File: src/rtl/dmareg_pkg.sv
package dmareg_pkg;

    // Write kind, selected by bus_addr[3:2]
    typedef enum logic [1:0] {
        WR_DIRECT = 2'b00,
        WR_SET    = 2'b01,
        WR_CLEAR  = 2'b10,
        WR_NONE   = 2'b11
    } wr_kind_e;

    // Per-channel reset request sequencing
    typedef enum logic [1:0] {
        RST_IDLE = 2'b00,
        RST_HOLD = 2'b01,
        RST_FIRE = 2'b10
    } rst_state_e;

    // State code that marks a channel flushing after a read
    localparam logic [3:0] FLUSH_CODE = 4'h8;

endpackage

File: src/rtl/dmareg_wrdec.sv
module dmareg_wrdec
    import dmareg_pkg::*;
#(
    parameter int AW   = 12,
    parameter int NREG = 4
) (
    input  logic            bus_sel,
    input  logic            bus_wr,
    input  logic [AW-1:0]   bus_addr,
    output wr_kind_e        kind_o,
    output logic [NREG-1:0] hit_o
);
    localparam int IW = AW - 4;

    always_comb begin
        kind_o = wr_kind_e'(bus_addr[3:2]);
        hit_o  = '0;
        for (int i = 0; i < NREG; i++) begin
            hit_o[i] = bus_sel && bus_wr && (bus_addr[1:0] == 2'b00)
                       && (bus_addr[AW-1:4] == IW'(i))
                       && (kind_o != WR_NONE);
        end
    end
endmodule

File: src/rtl/dmareg_field.sv
module dmareg_field
    import dmareg_pkg::*;
#(
    parameter int W = 16
) (
    input  wr_kind_e      kind_i,
    input  logic [W-1:0]  cur_i,
    input  logic [W-1:0]  wd_i,
    output logic [W-1:0]  nxt_o
);
    always_comb begin
        unique case (kind_i)
            WR_DIRECT: nxt_o = wd_i;
            WR_SET:    nxt_o = cur_i | wd_i;
            WR_CLEAR:  nxt_o = cur_i & ~wd_i;
            WR_NONE:   nxt_o = cur_i;
        endcase
    end
endmodule

File: src/rtl/dmareg_chan_rst.sv
module dmareg_chan_rst
    import dmareg_pkg::*;
#(
    parameter int STW = 4
) (
    input  logic           clk,
    input  logic           rst_n,
    input  logic           req_i,
    input  logic [STW-1:0] state_i,
    output logic           fire_o
);
    localparam logic [STW-1:0] FLUSH = STW'(FLUSH_CODE);

    rst_state_e cur, nxt;
    logic       in_flush;

    assign in_flush = (state_i == FLUSH);

    always_ff @(posedge clk) begin
        if (!rst_n) cur <= RST_IDLE;
        else        cur <= nxt;
    end

    always_comb begin
        nxt = cur;
        unique case (cur)
            RST_IDLE: if (req_i) nxt = in_flush ? RST_HOLD : RST_FIRE;
            RST_HOLD: begin
                if (!req_i)         nxt = RST_IDLE;
                else if (!in_flush) nxt = RST_FIRE;
            end
            RST_FIRE: nxt = RST_IDLE;
            default:  nxt = RST_IDLE;
        endcase
    end

    always_comb begin
        fire_o = (cur == RST_FIRE);
    end

    // reset pulse lasts exactly one cycle
    assert_single_pulse_R9: assert property (@(posedge clk) disable iff (!rst_n)
        fire_o |=> !fire_o);

    // pulse is only issued after a cycle outside the flush code
    assert_no_fire_in_flush_R10: assert property (@(posedge clk) disable iff (!rst_n)
        fire_o |-> ($past(state_i) != FLUSH));

    // a held request does not fire while flush persists
    assert_hold_blocks_R10: assert property (@(posedge clk) disable iff (!rst_n)
        (cur == RST_HOLD && in_flush) |=> !fire_o);
endmodule

File: src/rtl/dmareg_top.sv
module dmareg_top
    import dmareg_pkg::*;
#(
    parameter int NCH       = 16,
    parameter int AW        = 12,
    parameter int STW       = 4,
    parameter int CH_BASE   = 'h100,
    parameter int CH_STRIDE = 'h70
) (
    input  logic               clk,
    input  logic               rst_n,
    input  logic               bus_sel,
    input  logic               bus_wr,
    input  logic [AW-1:0]      bus_addr,
    input  logic [31:0]        bus_wdata,
    output logic [31:0]        bus_rdata,
    input  logic [NCH-1:0]     evt_done,
    input  logic [NCH-1:0]     evt_term,
    input  logic [NCH-1:0]     evt_buserr,
    input  logic [NCH*STW-1:0] chan_state,
    output logic [NCH-1:0]     chan_freeze,
    output logic [NCH-1:0]     chan_reset,
    output logic [NCH-1:0]     chan_irq,
    output logic               burst_en,
    output logic               burst8_en
);
    localparam int IW       = AW - 4;
    localparam int NREG     = 4;
    localparam int REG_GLB  = 0;
    localparam int REG_DONE = 1;
    localparam int REG_ERR  = 2;
    localparam int REG_CTL  = 3;
    localparam int HI       = 16;
    localparam int BURST_LSB = 28;

    // Register state
    logic [1:0]     burst_q;
    logic [NCH-1:0] done_q, den_q, err_q, cause_q, frz_q, rreq_q;
    logic [NCH-1:0] fire;

    // Write decode
    wr_kind_e       kind;
    logic [NREG-1:0] hit;
    wr_kind_e       k_glb, k_done, k_err, k_ctl;

    dmareg_wrdec #(.AW(AW), .NREG(NREG)) u_dec (
        .bus_sel (bus_sel),
        .bus_wr  (bus_wr),
        .bus_addr(bus_addr),
        .kind_o  (kind),
        .hit_o   (hit)
    );

    assign k_glb  = hit[REG_GLB]  ? kind : WR_NONE;
    assign k_done = hit[REG_DONE] ? kind : WR_NONE;
    assign k_err  = hit[REG_ERR]  ? kind : WR_NONE;
    assign k_ctl  = hit[REG_CTL]  ? kind : WR_NONE;

    // Software-updated field values
    logic [1:0]     burst_n;
    logic [NCH-1:0] done_n, den_n, err_n, cause_n, frz_n, rreq_n;

    dmareg_field #(.W(2)) u_f_burst (
        .kind_i(k_glb), .cur_i(burst_q), .wd_i(bus_wdata[BURST_LSB +: 2]), .nxt_o(burst_n));
    dmareg_field #(.W(NCH)) u_f_done (
        .kind_i(k_done), .cur_i(done_q), .wd_i(bus_wdata[NCH-1:0]), .nxt_o(done_n));
    dmareg_field #(.W(NCH)) u_f_den (
        .kind_i(k_done), .cur_i(den_q), .wd_i(bus_wdata[HI +: NCH]), .nxt_o(den_n));
    dmareg_field #(.W(NCH)) u_f_err (
        .kind_i(k_err), .cur_i(err_q), .wd_i(bus_wdata[NCH-1:0]), .nxt_o(err_n));
    dmareg_field #(.W(NCH)) u_f_cause (
        .kind_i(k_err), .cur_i(cause_q), .wd_i(bus_wdata[HI +: NCH]), .nxt_o(cause_n));
    dmareg_field #(.W(NCH)) u_f_frz (
        .kind_i(k_ctl), .cur_i(frz_q), .wd_i(bus_wdata[NCH-1:0]), .nxt_o(frz_n));
    dmareg_field #(.W(NCH)) u_f_rreq (
        .kind_i(k_ctl), .cur_i(rreq_q), .wd_i(bus_wdata[HI +: NCH]), .nxt_o(rreq_n));

    logic unused_wdata;
    assign unused_wdata = ^bus_wdata;

    // Register update: events override software clears
    always_ff @(posedge clk) begin
        if (!rst_n) begin
            burst_q <= '0;
            done_q  <= '0;
            den_q   <= '0;
            err_q   <= '0;
            cause_q <= '0;
            frz_q   <= '0;
            rreq_q  <= '0;
        end else begin
            burst_q <= burst_n;
            done_q  <= done_n | evt_done;
            den_q   <= den_n;
            err_q   <= err_n | evt_term | evt_buserr;
            cause_q <= (cause_n & ~(evt_term | evt_buserr)) | evt_buserr;
            frz_q   <= frz_n;
            rreq_q  <= rreq_n & ~fire;
        end
    end

    // Per-channel reset sequencers
    for (genvar n = 0; n < NCH; n++) begin : g_rst
        dmareg_chan_rst #(.STW(STW)) u_rst (
            .clk    (clk),
            .rst_n  (rst_n),
            .req_i  (rreq_q[n]),
            .state_i(chan_state[n*STW +: STW]),
            .fire_o (fire[n])
        );
    end

    // Outputs
    assign chan_freeze = frz_q;
    assign chan_reset  = fire;
    assign chan_irq    = (done_q & den_q) | err_q;
    assign burst_en    = burst_q[0];
    assign burst8_en   = burst_q[1];

    // Read mux
    always_comb begin
        bus_rdata = '0;
        if (bus_sel && !bus_wr && bus_addr[1:0] == 2'b00 && bus_addr[3:2] != 2'b11) begin
            case (bus_addr[AW-1:4])
                IW'(REG_GLB):  bus_rdata[BURST_LSB +: 2] = burst_q;
                IW'(REG_DONE): begin
                    bus_rdata[NCH-1:0]  = done_q;
                    bus_rdata[HI +: NCH] = den_q;
                end
                IW'(REG_ERR): begin
                    bus_rdata[NCH-1:0]  = err_q;
                    bus_rdata[HI +: NCH] = cause_q;
                end
                IW'(REG_CTL): begin
                    bus_rdata[NCH-1:0]  = frz_q;
                    bus_rdata[HI +: NCH] = rreq_q;
                end
                default: ;
            endcase
            for (int n = 0; n < NCH; n++) begin
                if (bus_addr[AW-1:4] == IW'((CH_BASE + n * CH_STRIDE) >> 4))
                    bus_rdata[STW-1:0] = chan_state[n*STW +: STW];
            end
        end
    end

    // Per-channel properties
    for (genvar n = 0; n < NCH; n++) begin : g_chk
        // a completion event always leaves the flag set
        assert_done_sticky_R5: assert property (@(posedge clk) disable iff (!rst_n)
            evt_done[n] |=> done_q[n]);
        // a bus error sets the flag and a cause of 1
        assert_buserr_cause_R6: assert property (@(posedge clk) disable iff (!rst_n)
            evt_buserr[n] |=> (err_q[n] && cause_q[n]));
        // a lone termination sets the flag and a cause of 0
        assert_term_cause_R6: assert property (@(posedge clk) disable iff (!rst_n)
            (evt_term[n] && !evt_buserr[n]) |=> (err_q[n] && !cause_q[n]));
        // the request bit drops after the pulse
        assert_req_drop_R9: assert property (@(posedge clk) disable iff (!rst_n)
            fire[n] |=> !rreq_q[n]);
    end
endmodule

File: config.mk
export PLATFORM = sky130hd
export DESIGN_NAME = dmareg_top
export DESIGN_NICKNAME = d
export VERILOG_FILES = /design/src/rtl/dmareg_pkg.sv /design/src/rtl/dmareg_wrdec.sv /design/src/rtl/dmareg_field.sv /design/src/rtl/dmareg_chan_rst.sv /design/src/rtl/dmareg_top.sv
export SDC_FILE = /design/constraint.sdc
export NUM_CORES = 1
export LEC_CHECK = 0
export BUFFER_PORTS_ARGS = -buffer_cell sky130_fd_sc_hd__buf_4
export CELL_PAD_IN_SITES_DETAIL_PLACEMENT = 0
export CELL_PAD_IN_SITES_GLOBAL_PLACEMENT = 1
export CORE_MARGIN = 2
export CORE_UTILIZATION = 38
export CTS_CLUSTER_SIZE = 24
export DETAILED_ROUTE_END_ITERATION = 8
export HOLD_SLACK_MARGIN = 0.03
export PLACE_DENSITY = 0.81
export SLEW_MARGIN = 20
export SYNTH_ARGS = -nofsm -noshare
export SYNTH_HDL_FRONTEND = slang
export SYNTH_SLANG_ARGS = --single-unit
export TNS_END_PERCENT = 1
File: constraint.sdc
create_clock -name clk -period 3.64 [get_ports clk]
set_clock_uncertainty 0.2 [all_clocks]
set_input_delay 0.182 -clock clk [delete_from_list [all_inputs] [get_ports clk]]
set_output_delay 0.182 -clock clk [all_outputs]
set_load 0.02 [all_outputs]
## Word level (Yosys, flattened, before mapping)

Index checks and enable logic that the tools add are counted.

| cells by class | value |
|---|---|
| reduce and logical (&&, ||, !) cells | 52 |
| equality and inequality tests | 112 |
| bitwise logic cells | 28 |
| multiplexer cells | 111 |

Operators with widths:

| cell | number |
|---|---|
| 16-bit case mux with 4 select lines | 4 |
| 16-bit OR | 12 |
| 16-bit bitwise AND | 9 |
| 2-bit two-way mux | 68 |
| 16-bit case mux with 3 select lines | 2 |
| 28-bit case mux with 3 select lines | 1 |
| 8-bit by 7-bit == test with 1-bit output (second input constant) | 9 |
| 4-bit == test (second input constant) | 16 |
| 4-bit two-way mux | 16 |
| 16-bit NOT | 4 |
| 2-bit case mux with 2 select lines | 16 |
| 2-bit == test (second input constant) | 24 |
| 3-bit inequality test (second input constant) | 16 |
| 2-bit logical NOT | 21 |
| 2-bit by 1-bit == test with 1-bit output (second input constant) | 20 |
| 2-bit inequality test (second input constant) | 17 |
| 8-bit by 6-bit == test with 1-bit output (second input constant) | 4 |
| 32-bit two-way mux | 1 |
| 2-bit AND reduction | 16 |
| 8-bit by 5-bit == test with 1-bit output (second input constant) | 3 |
| 8-bit by 2-bit == test with 1-bit output (second input constant) | 2 |
| 1-bit logical AND | 13 |
| 2-bit case mux with 3 select lines | 2 |
| 8-bit by 1-bit == test with 1-bit output (second input constant) | 1 |
| 6 further kinds | 6 |

| word-level totals | value |
|---|---|
| word-level logic and storage cells | 326 |
| input port bits | 160 |
| output and inout bits | 82 |
| bits in registers | 130 |

## Logic depth before layout (Yosys ltp)

Gate-level depths: netlist (run 1).

| logic depth | value |
|---|---|
| depth in word-level cells | 19 |
| gate-level depth with buffers | 15 |
| mapped depth without buffers | 11 |

## Modules after synthesis

From an unflattened synthesis (run 1), not the netlist that was laid out.

| second synthesis, totals | value |
|---|---|
| cell total of the unflattened synthesis | 1073 |
| area total of the unflattened synthesis | 8922.3 µm² |

By module, submodules not included:

| module | times used | area each (µm²) | cells an instance | sequential area each (µm²) |
|---|---|---|---|---|
| dmareg_top | 1 | 4953.5 | 527 | 1961.9 |
| dmareg_field at u_f_cause ... | 6 | 417.9 | 69 | 0.0 |
| dmareg_chan_rst | 16 | 82.6 | 7 | 40.0 |
| dmareg_wrdec | 1 | 87.6 | 12 | 0.0 |
| dmareg_field at u_f_burst | 1 | 52.6 | 8 | 0.0 |

## Worst setup path after synthesis (run 1)

Ideal clock, no wire load.

| path | value |
|---|---|
| path type | input to register |
| from | input bus_addr[8] |
| to | register rreq_q[10] |
| setup slack | 0.668 ns |
| path buffers | 3 |
| arrival time | 2.686 ns |
| data required time | 3.354 ns |
| cell stages on the path | 12 |
| cell sequence | buf_6 or4_4 or2_2 nor3_1 nand2_1 inv_1 ha_1 clkbuf_1 or2_2 buf_1 o21ai_0 a211oi_1 |

| between the ends | value |
|---|---|
| cells in the longest elaborated chain, start to end | 7 |

RTL lines:

| item | RTL line | RTL |
|---|---|---|
| start: declaration | dmareg_top.sv:14 | `input logic [AW-1:0] bus_addr,` |
| 8-bit by 2-bit == test with 1-bit output (*) | dmareg_wrdec.sv:20 | `&& (bus_addr[AW-1:4] == IW'(i))` |
| 1-bit logical AND (*) | dmareg_wrdec.sv:20 |  |
| 1-bit logical AND (*) | dmareg_wrdec.sv:21 | `&& (kind_o != WR_NONE);` |
| 2-bit two-way mux (*) | dmareg_top.sv:57 | `assign k_ctl = hit[REG_CTL] ? kind : WR_NONE;` |
| 2-bit == test (tied with other cells) | dmareg_field.sv:12 | `unique case (kind_i)` |
| 16-bit case mux with 4 select lines (*) | dmareg_field.sv:12 |  |
| 16-bit bitwise AND (*) | dmareg_top.sv:98 | `rreq_q <= rreq_n & ~fire;` |
| end signal: assignment | dmareg_top.sv:98 |  |
| end: declaration | dmareg_top.sv:38 | `logic [NCH-1:0] done_q, den_q, err_q, cause_q, frz_q, rreq_q;` |

Mark *: on every way between the ends. The rest lies on a longest branch, timed or not.
A chain may end at the register's enable or synchronous reset.

## Worst setup path in the final report (run 1)

| path | value |
|---|---|
| from | input bus_addr[8] |
| to | register done_q[4] |

| between the ends | value |
|---|---|
| cells in the longest elaborated chain, start to end | 7 |

RTL lines:

| item | RTL line | RTL |
|---|---|---|
| 8-bit by 1-bit == test with 1-bit output (*) | dmareg_wrdec.sv:20 |  |
| 1-bit logical AND (*) | dmareg_wrdec.sv:20 |  |
| 1-bit logical AND (*) | dmareg_wrdec.sv:21 |  |
| 2-bit two-way mux (*) | dmareg_top.sv:55 | `assign k_done = hit[REG_DONE] ? kind : WR_NONE;` |
| 2-bit == test (tied with other cells) | dmareg_field.sv:12 |  |
| 16-bit case mux with 4 select lines (*) | dmareg_field.sv:12 |  |
| 16-bit OR (*) | dmareg_top.sv:93 | `done_q <= done_n \| evt_done;` |
| end signal: assignment | dmareg_top.sv:93 |  |
| end: declaration | dmareg_top.sv:38 |  |

Marked as above.

==> metrics.txt, run 1 <==
Initial Utilization=38.4%; met3 Usage GRT=5.00%; clk_lat worst skew=0.42 ns; top_reg_cell synth=dfxtp_1; most frequent cells in the layout=258 x buf_4, 175 x dlygate4sd3_1, 157 x nor2_1, 130 x dfxtp_1, 129 x a21oi_1; hold slack final=0.0387 ns; Crit path top cell by count=nor2_1; slowest CP cell=or4_4; asr flop ratio synth=0%; fin. max-slew vios=0; Slew HR=29.8%; Hold Crit Class=primary input to flip-flop; Area Growth Syn to Fin=51.3%; P_leak=5.21 nW; number of global-route vias before repair=9400; vias=10000; post-synth top area cell=dfxtp_1; sequential element share of the synthesized area=31.4%; Die Y-Extent=152 um; io pins=242; grt total ovfl=0; DRT iter0 DRCs=727; reg2reg setup slack=1.92 ns; met2 usage=47.6%; synthesized cell area=8290 um2; die width=152 um; worst vdd ir=0.379 mV; status=finished clean; clk slew on worst S/H paths=0.07 ns; unrepaired setup endpoints after global routing=false; global-route wire length before repair=51.7 mm; Crit Path Class=primary input to flip-flop; Post-synth EDFFs=0; area of the core=21600 um2; CTS max path bufs=2; ANT cells=0; CP peak stage delay=0.57 ns; Worst Setup End Kind=flip-flop; max frequency=307 MHz; CP arrival=3.35 ns; Syn Nets=1275; Post-Syn Instances=1104; share of cells above drive strength 1=24.1%; die area=23000 um2; syn avg cell area=7.51 um2; worst reg-to-reg path cell count=3; Critical Path Fanout Max=26; CTS tree=done; Sink Count=130; wire length per cell=19.6 um; final net count=1638; All-Layer GR Usage=29.1%; antenna viol nets, final=0; met1 Use GR=39.2%; dominant cells by area after synthesis=dfxtp_1 31%, a21oi_1 7.8%, nor2_1 7.1%; Critical R2R Capture=g_rst[12].u_rst.cur[0]; routability cong.=0.964; final wirelength=34.4 mm; count of input and output buffers=241; Synth top area share=31.4%; Yosys reg bits=130; commonest non-fill, non-tap cell in the layout=buf_4; DRC Markers=0; gr busiest metal=met2; vias per inst=5.70; max cap viols=0; Critical Path End=done_q[4]; fin crit period=3.26 ns; critical path, cell by cell=buf_4 -> or4_4 -> or2_2 -> nor3_2 -> nand2_1 -> ha_1 -> inv_1 -> buf_12 -> nor2_1 -> o21ai_0 -> a21oi_1 -> nor2_1 -> dlygate4sd3_1 -> nor2_1; # H-tree levels=4; setup bufs post-CTS=0; CTS Root Cell=clkbuf_16; Reg2Reg Launch Point=rreq_q[12]; Final Hold Viols=0; type of origin of the critical path=primary input; cts bufs inserted=17; count of cell types in the netlist=62; initial antenna violation count=0; Worst EP required=3.73 ns; Yosys warnings=0; DP Wirelength=23.7 mm; Worst-Margin Slew=1.05 ns; crit share post-route=89.4%; DR pass1 iterations=5; number of placement rows=54; Power Dens Cells=317 nW/um2; Setup TNS=0 ns; pin count of the biggest net entering global routing=65; CP startpoint=bus_addr[8]; final setup fails=0
-- repair_timing --
action / in CTS / in global routing
setup endpoints to repair: 0 / 6
hold buffers: 175 / 0
hold endpoints to repair: 122 / 0
gates resized for setup: 0 / 1
-- metal layers --
metal | wire, um | share of wire, %
met4 | 953 | 2.8
met5 | 0 | 0
met1 | 14600 | 42
met2 | 15800 | 46
met3 | 3150 | 9.1
-- critical path: cells and delay by family --
kind	cells	cell delay [ns]
and+or+nand+nor	7	1.54
buffers and inverters	4	1.12
AOI/OAI and AO/OA	2	0.26
adders and majority gates	1	0.23
-- cells by family (layout without fill, tap and decap cells) --
| group | count (synthesis) | in the layout | synth area share [%] |
|---|---|---|---|
| AOI/OAI and AO/OA | 434 | 434 | 33.1 |
| and+or+nand+nor | 368 | 368 | 22.3 |
| DFF | 130 | 130 | 31.4 |
| buffers and inverters | 129 | 505 | 6.93 |
| muxes | 32 | 32 | 4.62 |
| adders and majority gates | 11 | 11 | 1.66 |
-- power by group --
group          switching [mW]  internal (mW)
Combinational           0.324          0.369
Sequential             0.0320           1.46
Clock                   0.714           1.08
-- synth_stat cells (all sizes together) (3+ instances only) --
library cell  number
a22oi             28
or4                7
a221o              6
mux2              30
a32o               3
nor3b             19
nand2             58
dfxtp            130
nand3b             3
a21o              17
a31oi              4
nand2b             7
o211ai            22
ha                11
nor4               9
buf               28
a22o               4
clkbuf            62
o221a             18
nand3              6
o21a              17
a21oi            129
or2                4
nor2             158
nor3              23
o21ai            120
nor2b             38
nor4b             14
o221ai             4
a211oi            47
inv               37
and3              10
-- cell type report --
class                   instances  area, um2
well taps                     280        350
multi-input cells             845       5120
clock buffers                  20        467
fillers                      2039       9080
clock inverters                12        145
repair buffers                434       3710
inverters                      39        146
flip-flops and latches        130       2600
-- per-stage QoR --
| stage | worst slack [ns] | power [mW] | util (%) | std cells | area (um2) |
|---|---|---|---|---|---|
| 3_5_place_dp | 0.380 | 2.05 | 47.1 | 1553 | 10200 |
| 2_1_floorplan | 0.668 | 1.76 | - | 1104 | 8290 |
| 5_1_grt | 0.181 | 4.10 | 58.0 | 1760 | 12500 |
| 4_1_cts | 0.309 | 3.97 | 58.0 | 1760 | 12500 |
| 6_report | 0.384 | 3.98 | 58.0 | 1760 | 12500 |
| 3_3_place_gp | 0.455 | 2.04 | 47.1 | 1553 | 10200 |
-- sequential cells by signal (all words and copies together), names as in the netlist --
register and count:
burst_q 2, cause_q 16, chan_freeze 16, den_q 16, done_q 16, err_q 16, g_rst.u_rst.cur 32, rreq_q 16
-- how the worst min path moves through the flow --
stage                               from  depth (start not counted)  slack (ns)                      to
after floorplan            chan_state[5]                          1        0.06   g_rst[1].u_rst.cur[0]
after CTS                   bus_wdata[3]                          4        0.03          chan_freeze[3]
final                      bus_wdata[13]                          4        0.04         chan_freeze[13]
after detailed placement  chan_state[50]                          2        0.17  g_rst[12].u_rst.cur[0]
after global placement    chan_state[50]                          2        0.16  g_rst[12].u_rst.cur[0]
after global routing        bus_wdata[2]                          4        0.05          chan_freeze[2]
No activity file was read; power rests on OpenSTA's default activity.
==> inputs of run 2 (changes only) <==
- clock period: 3.64 -> 3.55 ns (I/O delays scaled with it)
==> metrics.txt, run 2 (same netlist as run 1, synthesis figures left out) <==
Critical Path Fanout Max=24; DR pass1 iterations=5; Power Dens Cells=324 nW/um2; # H-tree levels=4; crit share post-route=92.9%; Die Y-Extent=152 um; setup bufs post-CTS=0; Worst Setup End Kind=flip-flop; Setup TNS=0 ns; Area Growth Syn to Fin=52.6%; worst vdd ir=0.318 mV; commonest non-fill, non-tap cell in the layout=buf_4; max FFs per register=32; slowest CP cell=dlygate4sd3_1; final wirelength=35.1 mm; fin crit period=3.30 ns; die width=152 um; Filler cells=1990; CTS Root Cell=clkbuf_16; global-route wire length before repair=52.9 mm; Final Hold Viols=0; die area=23000 um2; vias per inst=5.73; number of placement rows=54; Net Switching=1.10 mW; Top reg by flops=g_rst.u_rst.cur; Clock power frac=45.0%; routability cong.=0.915; area of the core=21600 um2; count of input and output buffers=241; CP peak stage delay=0.61 ns; DP Wirelength=24.1 mm; P_leak=5.25 nW; io pins=242; most frequent cells in the layout=260 x buf_4, 179 x dlygate4sd3_1, 157 x nor2_1, 130 x dfxtp_1, 129 x a21oi_1; DRC Markers=0; initial antenna violation count=0; critical path, cell by cell=buf_4 -> or4_4 -> or4_4 -> nor2_4 -> buf_12 -> a211oi_1 -> dlygate4sd3_1 -> a21oi_1 -> dlygate4sd3_1; max frequency=303 MHz; fin. max-slew vios=0; Slew HR=32.9%; CP arrival=3.47 ns; ANT cells=0; unrepaired setup endpoints after global routing=false; cts bufs inserted=17; hold slack final=0.0705 ns; Crit Path Class=primary input to flip-flop; max cap viols=0; share of cells above drive strength 1=24.1%; pin count of the biggest net entering global routing=65; Worst EP required=3.72 ns; final net count=1647; Initial Utilization=38.4%; clk slew on worst S/H paths=0.06 ns; CTS tree=done; CTS max path bufs=2; vias=10100; sequential share of power=37.4%; grt total ovfl=0; wire length per cell=19.9 um; status=finished clean; clk_lat worst skew=0.42 ns; Int Power=3.00 mW; Sw Ratio=26.7%; combinational share of power=17.6%; type of origin of the critical path=primary input; All-Layer GR Usage=30.0%; Sink Count=130; Worst-Margin Slew=1.01 ns; final setup fails=0; antenna viol nets, final=0; number of global-route vias before repair=9562; Hold Crit Class=primary input to flip-flop; DRT iter0 DRCs=745
run 2: changes by cell type in the layout (fill, tap and decap cells not counted), moves of 2 or more:
cell and change:
dlygate4sd3_1 +4, buf_12 +3, clkbuf_8 -3, buf_4 +2, clkbuf_1 +2
run 2: power by group through the flow:
stage	logic [mW]	clock network, mW	registers [mW]
floorplan	0.251	0	1.55
finish	0.719	1.84	1.53
CTS	0.700	1.85	1.53
detailed placement	0.539	0	1.56
global placement	0.537	0	1.56
global route	0.769	1.91	1.54
run 2: final cells by class:
class	instances	area, um2	share of cell area (%)
repair buffers	443	3820	30.2
clock inverters	13	174	1.37
multi-input cells	845	5120	40.5
inverters	39	146	1.16
well taps	280	350	2.77
flip-flops and latches	130	2600	20.6
clock buffers	19	433	3.42
run 2: what timing repair did:
action	4_1_cts	5_1_grt
setup endpoints to repair	0	12
hold buffers	179	0
hold endpoints to repair	127	0
gates resized for setup	0	1
run 2: worst max-delay path, delay by kind of cell:
kind	cells	cell delay, ns
AND/OR/NAND/NOR	3	1.47
AO/OA/AOI/OAI	2	0.26
buffers and inverters	4	1.54
run 2: worst paths after layout:
check / start / to / slack, ns / cells past startpoint
worst max-delay path: bus_addr[9] / err_q[5] / 0.25 / 9
worst min-delay path: bus_wdata[6] / chan_freeze[6] / 0.07 / 4
worst max register to register: rreq_q[12] / g_rst[12].u_rst.cur[0] / 1.69 / 3
worst min register to register: g_rst[14].u_rst.cur[1] / g_rst[14].u_rst.cur[0] / 0.24 / 1
run 2: routing by layer:
metal	vias to the layer above	routed length [um]	track usage, %
met5	-	0	0
li1	4777	-	-
met3	78	3010	6.02
met4	0	938	10.5
met2	500	16200	48.5
met1	4773	15000	39.7
run 2: through the flow:
step           util [%]  cell area (um2)  setup WS [ns]  cells  total power, mW
2_1_floorplan         -             8290          0.583   1104             1.80
3_3_place_gp       47.4            10300          0.279   1558             2.10
3_5_place_dp       47.4            10300          0.178   1558             2.10
4_1_cts            58.5            12600          0.182   1769             4.09
5_1_grt            58.5            12700          0.111   1769             4.22
6_report           58.5            12700          0.254   1769             4.10
==> inputs of run 3 (changes only) <==
- ABC_AREA: not set -> 1
- CAP_MARGIN: not set -> 20
- CORE_UTILIZATION: 38 -> 36
==> metrics.txt, run 3 <==
status=finished clean; placed instance count=1780; clk slew on worst S/H paths=0.06 ns; Storage cell area=2600 um2; number of global-route vias before repair=10300; Worst EP required=3.67 ns; final net count=1870; vias per inst=5.33; area of the core=22400 um2; cts bufs inserted=17; sequential element share of the synthesized area=31.9%; Design Power=3.98 mW; DRC Markers=0; Crit Path Class=primary input to flip-flop; most common cell in the netlist=inv_1; top_reg_cell synth=dfxtp_1; All-Layer GR Usage=30.5%; die area=23900 um2; count of cell types in the netlist=40; Multi-input gate area=4340 um2; max cap viols=0; combinational share of power=15.5%; Hold Crit Class=primary input to flip-flop; die width=155 um; Synth top area share=31.9%; number of placement rows=55; Sw Ratio=27.1%; Yosys warnings=0; clk_lat worst skew=0.43 ns; dominant cells by area after synthesis=dfxtp_1 32%, inv_1 10%, nand3_1 9.0%; final setup fails=0; type of origin of the critical path=primary input; CTS tree=done; initial antenna violation count=0; wire length per cell=18.4 um; share of cells above drive strength 1=19.0%; Die Y-Extent=155 um; post-synth top area cell=dfxtp_1; Worst-Margin Slew=1.08 ns; pin count of the biggest net entering global routing=46; synthesized cell area=8160 um2; Net Switching=1.08 mW; max frequency=307 MHz; Post-Syn Instances=1303; unrepaired setup endpoints after global routing=false; fin crit period=3.26 ns; ANT cells=0; asr flop ratio synth=0%; DR pass1 iterations=5; DP Wirelength=26.2 mm; Syn Nets=1474; Critical Path Fanout Max=16; Initial Utilization=36.4%; # H-tree levels=4; CTS max path bufs=2; Post-Layout Cell Count=1997; Area Growth Syn to Fin=54.6%; CTS Root Cell=clkbuf_16; CP arrival=3.37 ns; count of input and output buffers=241; vias=10600; fin. max-slew vios=0; P_leak=5.72 nW; global-route wire length before repair=57.0 mm; top post-synthesis cells by count=223 x inv_1, 184 x nand2_1, 146 x nand3_1; Slew HR=27.1%; syn avg cell area=6.26 um2; most frequent cells in the layout=266 x buf_4, 222 x inv_1, 184 x nand2_1, 182 x dlygate4sd3_1, 146 x nand3_1; io pins=242; crit share post-route=91.7%; Yosys reg bits=130; worst vdd ir=0.314 mV; sequential share of power=38.2%; Int Power=2.90 mW; max FFs per register=32; Post-synth EDFFs=0; Power Dens Cells=315 nW/um2; Final Hold Viols=0; DRT iter0 DRCs=1000; commonest non-fill, non-tap cell in the layout=buf_4; Worst Setup End Kind=flip-flop; fin util=56.3%; Clock power frac=46.3%; hold slack final=0.210 ns; Top reg by flops=g_rst.u_rst.cur; Setup TNS=0 ns; antenna viol nets, final=0; routability cong.=0.941; final wirelength=36.8 mm; Sink Count=130; grt total ovfl=0; Filler cells=2199
[run 3: kinds of logic after synthesis]
group / Yosys count / share of synthesized area, %
and+or+nand+nor: 530 / 28.9
DFF: 130 / 31.9
buffers and inverters: 305 / 15.1
adders and majority gates: 11 / 1.69
AOI/OAI and AO/OA: 327 / 22.4
[run 3: worst max-delay path: stages]
cell and delay [ns]:
buf_4 0.12, inv_1 0.07, nand2_1 0.10, nor2_1 0.12, buf_4 0.18, nand2_1 0.08, inv_1 0.21, nand2_1 0.13
nor2_1 0.19, inv_1 0.10, ha_1 0.20, inv_1 0.06, buf_4 0.24, nand2_1 0.10, a21oi_1 0.13, dlygate4sd3_1 0.56
a21oi_1 0.06, dlygate4sd3_1 0.55
[run 3: repair_timing]
action	in CTS	in global routing
gates resized for setup	0	1
hold buffers	182	0
setup buffers	0	3
endpoints found under the setup margin	0	1
hold endpoints to repair	130	0
[run 3: area by class of cell]
cell class,count,area share [%]
Clock buffer,18,3.48
Clock inverter,14,1.34
Inverter,233,6.96
Multi-Input combinational cell,868,34.4
Sequential cell,130,20.6
Tap cell,285,2.83
Timing Repair Buffer,449,30.4
[run 3: stage by stage]
| step | area (um2) | setup WS [ns] |
|---|---|---|
| 6_report | 12600 | 0.294 |
| 5_1_grt | 12600 | 0.0934 |
| 4_1_cts | 12600 | 0.0371 |
| 3_5_place_dp | 10200 | 0.534 |
| 3_3_place_gp | 10200 | 0.532 |
| 2_1_floorplan | 8160 | 0.627 |
[run 3: final timing paths]
kind | from | end | slack [ns] | cells after the start
worst max-delay path | bus_addr[10] | done_q[15] | 0.29 | 18
worst min-delay path | bus_addr[2] | err_q[4] | 0.21 | 5
worst max register to register | cause_q[13] | cause_q[13] | 1.46 | 6
worst min register to register | den_q[11] | den_q[11] | 0.28 | 2
[run 3: routing by layer]
metal  global-route usage [%]  routed length, um  vias to the layer above
met4                     10.5                931                        0
met5                        0                  0                        -
li1                         -                  -                     5095
met3                     6.08               3470                       67
met2                     49.4              16800                      589
met1                     40.5              15600                     4891
[run 3: power groups by stage]
| stage | logic, mW | registers, mW | clock network (mW) |
|---|---|---|---|
| CTS | 0.603 | 1.52 | 1.84 |
| global placement | 0.447 | 1.55 | 0 |
| finish | 0.618 | 1.52 | 1.84 |
| detailed placement | 0.446 | 1.55 | 0 |
| global route | 0.668 | 1.52 | 1.92 |
| floorplan | 0.179 | 1.54 | 0 |
